**src/rtl/abt_pkg.sv**
```systemverilog
`timescale 1ns/1ps
package abt_pkg;
    typedef enum logic [1:0] {
        ABT_NONE     = 2'd0,
        ABT_PREFETCH = 2'd1,
        ABT_DATA     = 2'd2
    } abt_kind_e;

    localparam logic [4:0] MODE_ABORT = 5'b10111;
endpackage

```
**src/rtl/abt_pipe.sv**
```systemverilog
`timescale 1ns/1ps
// Slot tracking for decode, execute and the pending data-access response.
module abt_pipe #(
    parameter int AW = 32
) (
    input  logic          clk,
    input  logic          rst_n,
    input  logic          fetch_valid,
    input  logic [AW-1:0] fetch_pc,
    input  logic          fetch_iabort,
    input  logic          ex_mem_op,
    input  logic          ex_is_load,
    input  logic          ex_branch_taken,
    input  logic          mem_dabort,
    output logic          take_data,
    output logic          take_pref,
    output logic          ex_live,
    output logic          ex_tagged,
    output logic [AW-1:0] ex_pc,
    output logic [AW-1:0] mem_pc,
    output logic          mem_load
);
    typedef struct packed {
        logic          dv;
        logic [AW-1:0] dpc;
        logic          dtag;
        logic          ev;
        logic [AW-1:0] epc;
        logic          etag;
        logic          mv;
        logic [AW-1:0] mpc;
        logic          mld;
    } pipe_st_t;

    pipe_st_t st_q, st_d;
    logic     kill_young;

    always_comb begin
        st_d       = st_q;
        take_data  = st_q.mv & mem_dabort;
        take_pref  = ~take_data & st_q.ev & st_q.etag;
        ex_live    = st_q.ev & ~st_q.etag & ~take_data;
        kill_young = take_data | take_pref | (ex_live & ex_branch_taken);

        st_d.mv  = ex_live & ex_mem_op;
        st_d.mpc = st_q.epc;
        st_d.mld = ex_is_load;

        st_d.ev   = st_q.dv & ~kill_young;
        st_d.epc  = st_q.dpc;
        st_d.etag = st_q.dtag;

        st_d.dv   = fetch_valid & ~kill_young;
        st_d.dpc  = fetch_pc;
        st_d.dtag = fetch_iabort;
    end

    always_ff @(posedge clk) begin
        if (!rst_n) begin
            st_q <= '0;
        end else begin
            st_q <= st_d;
        end
    end

    assign ex_tagged = st_q.ev & st_q.etag;
    assign ex_pc     = st_q.epc;
    assign mem_pc    = st_q.mpc;
    assign mem_load  = st_q.mld;
endmodule

```
**src/rtl/abt_entry.sv**
```systemverilog
`timescale 1ns/1ps
// Exception entry values: vector, return address, saved and new status.
module abt_entry #(
    parameter int          AW       = 32,
    parameter int          SW       = 8,
    parameter int          IBIT     = 7,
    parameter logic [AW-1:0] VEC_PREF = 'h0C,
    parameter logic [AW-1:0] VEC_DATA = 'h10
) (
    input  logic          take_data,
    input  logic          take_pref,
    input  logic [AW-1:0] ex_pc,
    input  logic [AW-1:0] mem_pc,
    input  logic [SW-1:0] status_in,
    output logic [1:0]    exc_kind,
    output logic          redirect_valid,
    output logic [AW-1:0] redirect_pc,
    output logic [AW-1:0] lr_abt,
    output logic [SW-1:0] spsr_abt,
    output logic [SW-1:0] status_next
);
    import abt_pkg::*;

    localparam logic [AW-1:0] OFF_PREF = AW'(4);
    localparam logic [AW-1:0] OFF_DATA = AW'(8);

    abt_kind_e kind;

    always_comb begin
        kind           = ABT_NONE;
        redirect_pc    = '0;
        lr_abt         = '0;
        status_next    = status_in;
        if (take_data) begin
            kind        = ABT_DATA;
            redirect_pc = VEC_DATA;
            lr_abt      = mem_pc + OFF_DATA;
        end else if (take_pref) begin
            kind        = ABT_PREFETCH;
            redirect_pc = VEC_PREF;
            lr_abt      = ex_pc + OFF_PREF;
        end
        if (kind != ABT_NONE) begin
            status_next[4:0]  = MODE_ABORT;
            status_next[IBIT] = 1'b1;
        end
        exc_kind       = kind;
        redirect_valid = (kind != ABT_NONE);
        spsr_abt       = status_in;
    end
endmodule

```
**src/rtl/abt_ctrl.sv**
```systemverilog
`timescale 1ns/1ps
module abt_ctrl #(
    parameter int            AW       = 32,
    parameter int            SW       = 8,
    parameter int            IBIT     = 7,
    parameter logic [AW-1:0] VEC_PREF = 'h0C,
    parameter logic [AW-1:0] VEC_DATA = 'h10
) (
    input  logic          clk,
    input  logic          rst_n,
    input  logic          fetch_valid,
    input  logic [AW-1:0] fetch_pc,
    input  logic          fetch_iabort,
    input  logic          ex_mem_op,
    input  logic          ex_is_load,
    input  logic          ex_branch_taken,
    input  logic          mem_dabort,
    input  logic [SW-1:0] status_in,
    output logic          ex_live,
    output logic [AW-1:0] ex_pc,
    output logic [1:0]    exc_kind,
    output logic          redirect_valid,
    output logic [AW-1:0] redirect_pc,
    output logic [AW-1:0] lr_abt,
    output logic [SW-1:0] spsr_abt,
    output logic [SW-1:0] status_next,
    output logic          base_wb_cancel,
    output logic          load_we_cancel
);
    logic          take_data, take_pref, ex_tagged, mem_load;
    logic [AW-1:0] mem_pc;

    abt_pipe #(.AW(AW)) u_pipe (
        .clk            (clk),
        .rst_n          (rst_n),
        .fetch_valid    (fetch_valid),
        .fetch_pc       (fetch_pc),
        .fetch_iabort   (fetch_iabort),
        .ex_mem_op      (ex_mem_op),
        .ex_is_load     (ex_is_load),
        .ex_branch_taken(ex_branch_taken),
        .mem_dabort     (mem_dabort),
        .take_data      (take_data),
        .take_pref      (take_pref),
        .ex_live        (ex_live),
        .ex_tagged      (ex_tagged),
        .ex_pc          (ex_pc),
        .mem_pc         (mem_pc),
        .mem_load       (mem_load)
    );

    abt_entry #(
        .AW(AW), .SW(SW), .IBIT(IBIT), .VEC_PREF(VEC_PREF), .VEC_DATA(VEC_DATA)
    ) u_entry (
        .take_data     (take_data),
        .take_pref     (take_pref),
        .ex_pc         (ex_pc),
        .mem_pc        (mem_pc),
        .status_in     (status_in),
        .exc_kind      (exc_kind),
        .redirect_valid(redirect_valid),
        .redirect_pc   (redirect_pc),
        .lr_abt        (lr_abt),
        .spsr_abt      (spsr_abt),
        .status_next   (status_next)
    );

    assign base_wb_cancel = take_data;
    assign load_we_cancel = take_data & mem_load;
endmodule

```
**config.mk**
```make
export PLATFORM = sky130hd
export DESIGN_NAME = abt_ctrl
export DESIGN_NICKNAME = d
export VERILOG_FILES = /design/src/rtl/abt_pkg.sv /design/src/rtl/abt_pipe.sv /design/src/rtl/abt_entry.sv /design/src/rtl/abt_ctrl.sv
export SDC_FILE = /design/constraint.sdc
export NUM_CORES = 1
export LEC_CHECK = 0
export ABC_AREA = 1
export BUFFER_PORTS_ARGS = -buffer_cell sky130_fd_sc_hd__buf_2
export CORE_UTILIZATION = 52
export DETAILED_ROUTE_END_ITERATION = 12
export GPL_TIMING_DRIVEN = 0
export PLACE_DENSITY = 0.81
export SLEW_MARGIN = 20
export SYNTH_ARGS = -nofsm -noshare
export SYNTH_HDL_FRONTEND = slang
export SYNTH_SLANG_ARGS = --single-unit
```
**constraint.sdc**
```tcl
create_clock -name clk -period 1.47 [get_ports clk]
set_input_delay 0.147 -clock clk [delete_from_list [all_inputs] [get_ports clk]]
set_output_delay 0.147 -clock clk [all_outputs]
set_load 0.01 [all_outputs]
```
== Yosys cells after proc, flatten, opt, wreduce, memory -nomap -nowiden ==
Cells that the tools add are included.

* Add/subtract/negate cells: 2
* Muxes and demuxes: 8
* Reduce and logical (&&, ||, !) cells: 1
* Bitwise gates (word level): 15

{| class="wikitable"
|+ Operator list
! operator !! count
|-
| $mux 32 || 3
|-
| $add 32x3->32 const B || 1
|-
| $add 32x4->32 const B || 1
|-
| $and 1x1->1 || 10
|-
| $mux 5 || 1
|-
| $mux 4 || 1
|-
| $not 1->1 || 3
|-
| $mux 1 || 2
|-
| $mux 2 || 1
|-
| $or 1x1->1 || 2
|-
| $reduce_bool 2->1 || 1
|}

* Bits of input ports: 48
* Word-level logic and storage cells: 35
* Register bits after elaboration: 102

== Longest topological paths before layout ==
* Depth in word-level cells: 8
* Mapped depth: 10
* Mapped depth without buffers: 10

== Hierarchy ==
Synthesis repeated with hierarchy kept, for this count alone.

* Cells, all modules: 921
* Area total of the unflattened synthesis: 5993.2 um2

{| class="wikitable"
|+ By module, submodules not included
! module !! times used !! sequential area each (um2) !! area each (um2) !! cells each
|-
| abt_pipe || 1 || 2042.0 || 3438.3 || 392
|-
| abt_entry || 1 || 0.0 || 2547.4 || 527
|-
| abt_ctrl || 1 || 0.0 || 7.5 || 2
|}

== Worst setup path after synthesis ==
No wires, ideal clock.

* Kind: register to output
* From: register u_pipe.st_q, in the netlist u_pipe.ex_pc[2]
* To: output port lr_abt[20]
* Cell stages (with the launch flop): 8
* Required time: 1323 ps
* Path slack: -3 ps
* Arrival time: 1326 ps
* Path buffers: 0
* Path through: dfxtp_1 > ha_1 > nand2_1 > nor2_2 > nand2_2 > nor2_1 > a21oi_1 > o21ai_1

* Cells in the longest elaborated chain, start to end: 3

{| class="wikitable"
|+ RTL lines
! element !! RTL line !! text
|-
| from (decl) || abt_pipe.sv:35 || <nowiki>pipe_st_t st_q, st_d;</nowiki>
|-
| from (signal assigned) || abt_pipe.sv:62 || <nowiki>st_q <= st_d;</nowiki>
|-
| $add 32x3->32 || abt_entry.sv:41 || <nowiki>lr_abt = ex_pc + OFF_PREF;</nowiki>
|-
| $mux 32 || abt_entry.sv:38 || <nowiki>end else if (take_pref) begin</nowiki>
|-
| $mux 32 || abt_entry.sv:34 || <nowiki>if (take_data) begin</nowiki>
|-
| to (decl) || abt_ctrl.sv:24 || <nowiki>output logic [AW-1:0] lr_abt,</nowiki>
|}

Every way passes these cells.

== Worst setup path in the final report ==
* From: register u_pipe.st_q, in the netlist u_pipe.ex_pc[11]
* To: output port lr_abt[27]

Same word-level chain as after synthesis.

==> impl_metrics.toml <==
[sta]
min_period_ns = 2.16
setup_viol = 45
min_period_over_period_pct = 147
hold_violations = 0
clock.fmax_ghz = 0.464
slew_headroom_pct = 54.4
worst_pin_slew_ns = 0.684
fin_ws_ns = -0.686
final.setup_skew_ns = 0.0185
slew_violations = 0
tns_ns = -17.20
grt_setup_unrepaired = "yes"

[detailed_routing]
route.detailed.drc = 0
drt_iter0_markers = 964
dr_total_vias = 6899
drtPass1Iterations = 7
wire_per_inst_um = 18.0
postRouteAntennaNets = 0
routed_via_density = 5.36
drt-total-wl_um = 23200

[power]
ir_drop_mv = 0.676
power_leakage_nw = 4.66
powerDensity_nw_per_um2 = 638

[global_routing]
grt_pass1_wl_um = 27900
grt_usage_pct = 32.4
antenna_found_initial = 0
grt_max_degree = 19
grt_pass1_vias = 5881
grt_overflow_total = 0

[die]
die_w_um = 105
die_y_um = 105
coreArea_um2 = 10300
dieArea_um2 = 11000
io_pins = 166
initial_core_util_pct = 53.5
rows = 37

[critical_path]
required_ns = 1.32
cp_slowest_cell = "dfxtp_4"
path_common_cell = "nand2_1"
cp_max_fo = 6
crit_type = "reg -> out"
cp.arrival_ns = 2.01
cp-end-kind = "output port"
startpoint_type = "flop"
cp_slowest_stage_delay_ns = 0.45
crit_chain = "nand2_2, nor2_2, nand2_1, nor2_2, nand2_1, nand2_1, nand3_1, nand2_1, buf_2"

[layout]
finish.net_count = 1195
antenna_cells = 0
fin_util_pct = 82.9
syn2layout_area_growth_pct = 55.0
drive_above_1_share_pct = 43.7
design_area_um2 = 8560

[yosys]
syn_inst = 878
yosysMostFrequentCell = "nand2_1"
synth_area_um2 = 5520
postSynth.asyncResetShare_pct = 0
ys_seq_area_share_pct = 37.0
avgSynthCellArea_um2 = 6.29
synthTopCellsByArea = "dfxtp_1 (37%), nand2_1 (21%), inv_1 (11%)"
yosys_warnings = 0
synth_ff_type = "dfxtp_1"
synth_top_area_share_pct = 37.0
ys_seq_elements = 102
yosys-top-cells-count = "nand2_1 (302), inv_1 (157), dfxtp_1 (102)"
netlist.top_cell.by_area = "dfxtp_1"
synth_edf_count = 0
yosysUniqueCellTypes = 27

[place]
dpl_cell_area_um2 = 6460
place.gp.congestion = 0.970
dpl.hpwl_um = 11300
pre_cts_ws_ns = -0.415
io_buffers = 133

[clocking]
cts_sinks = 102
cts_tree = "built"
htreeDepth = 3
cts_buffers = 9
root_buffer = "clkbuf_8"
clkLatencyLatePin_ns = 0.38
clock_path_buffers = 2
path_clk_slew_ns = 0.11

[outcome]
run_status = "finished with violations"
violations = "negative setup slack"

[min_path]
worstHoldPathType = "in -> reg"

[run]
drv_cap = 0
## final cells by class
type,instances,area [um2]
multi-input combinational,553,3070
sequential,102,2190
fill,561,1760
timing repair buffer,228,1610
buffer,92,704
inverter,159,637
tap,136,170
clock buffer,9,124
clock inverter,7,57.6
## sequential cells by signal (all words and copies together), names as in the netlist
register	count
u_pipe.st_d	33
u_pipe.ex_pc	32
u_pipe.mem_pc	32
u_pipe.st_q	4
u_pipe.mem_load	1
## through the flow
stage | hold slack, ns | power (mW) | std cells
6_report | 0.0763 | 5.46 | 1286
3_3_place_gp | 0.329 | 3.55 | 1175
5_1_grt | 0.0790 | 5.58 | 1286
4_1_cts | 0.000659 | 5.24 | 1259
3_5_place_dp | 0.330 | 3.56 | 1175
2_1_floorplan | 0.245 | 3.36 | 906
## kinds of logic after synthesis
kind of cell             count (synthesis)  synth area share, %
AO/OA/AOI/OAI                           42                 4.10
XOR/XNOR                                10                 1.59
adder cells (fa/ha/maj)                  2                0.453
buffers and inverters                  251                 22.2
flip-flops                             102                 37.0
other                                    1               0.0679
AND/OR/NAND/NOR                        470                 34.6
## what timing repair did
| item | 4_1_cts | 5_1_grt |
|---|---|---|
| gates resized for setup | 230 | 126 |
| gates cloned | 3 | 1 |
| hold buffers | 35 | 0 |
| buffers inserted | 30 | 28 |
| pin swaps | 46 | 57 |
| endpoints found under the setup margin | 46 | 46 |
| hold endpoints to repair | 35 | 0 |
## cells in the final DEF (no fill, tap or decap), types with 4 or more instances in the layout
cell type      netlist  layout
inv_1              157     149
nand2_1            302     262
nand2_2              4      29
buf_4               75     118
inv_4                0       4
a21oi_1             12       8
dfxtp_1            102      51
conb_1               1      29
nand2_4              0      13
clkbuf_8             0       9
buf_2                4     122
o21ai_0             19       8
nand3_2              0      13
xnor2_1              5       5
dfxtp_4              0      33
nor2_4               2      40
clkbuf_1            13      11
nor2_2              14      31
dfxtp_2              0      18
buf_8                0       4
nor2_1              88      33
dlygate4sd3_1        0      35
a21oi_2              0       4
buf_6                0      24
xor2_1               5       4
or2_4                0       6
nand3_1             50      35
o21ai_1              5      10
o21ai_2              0       6
## layer usage
metal	up-vias	track usage, %	share of wire, %
met1	3064	36.6	34
li1	3016	-	-
met3	198	5.99	11
met2	621	57.8	48
met5	-	0	0
met4	0	17.4	7.4
## path summary, 6_finish.rpt
| kind | startpoint | to | slack [ns] | depth (start not counted) |
|---|---|---|---|---|
| worst min register to register | u_pipe.st_d[40] | u_pipe.ex_pc[5] | 0.42 | 2 |
| worst min-delay path | fetch_pc[14] | u_pipe.st_d[49] | 0.08 | 3 |
| worst max-delay path | u_pipe.ex_pc[11] | lr_abt[27] | -0.69 | 9 |
| worst max register to register | u_pipe.st_q[33] | u_pipe.st_q[67] | 0.28 | 7 |
## worst max-delay path: cells and delay by family, from the launching register on
family,cells,cell delay (ns)
buf+inv,1,0.13
flops,1,0.45
simple gates,8,1.04
## where the power goes
part           switching [mW]  internal [mW]  leakage, nW
clock network            1.07          0.640       0.0930
registers               0.134           2.84        0.871
logic                   0.383          0.393         3.70
total                    1.58           3.88         4.66
(Power assumes the default switching activity.)
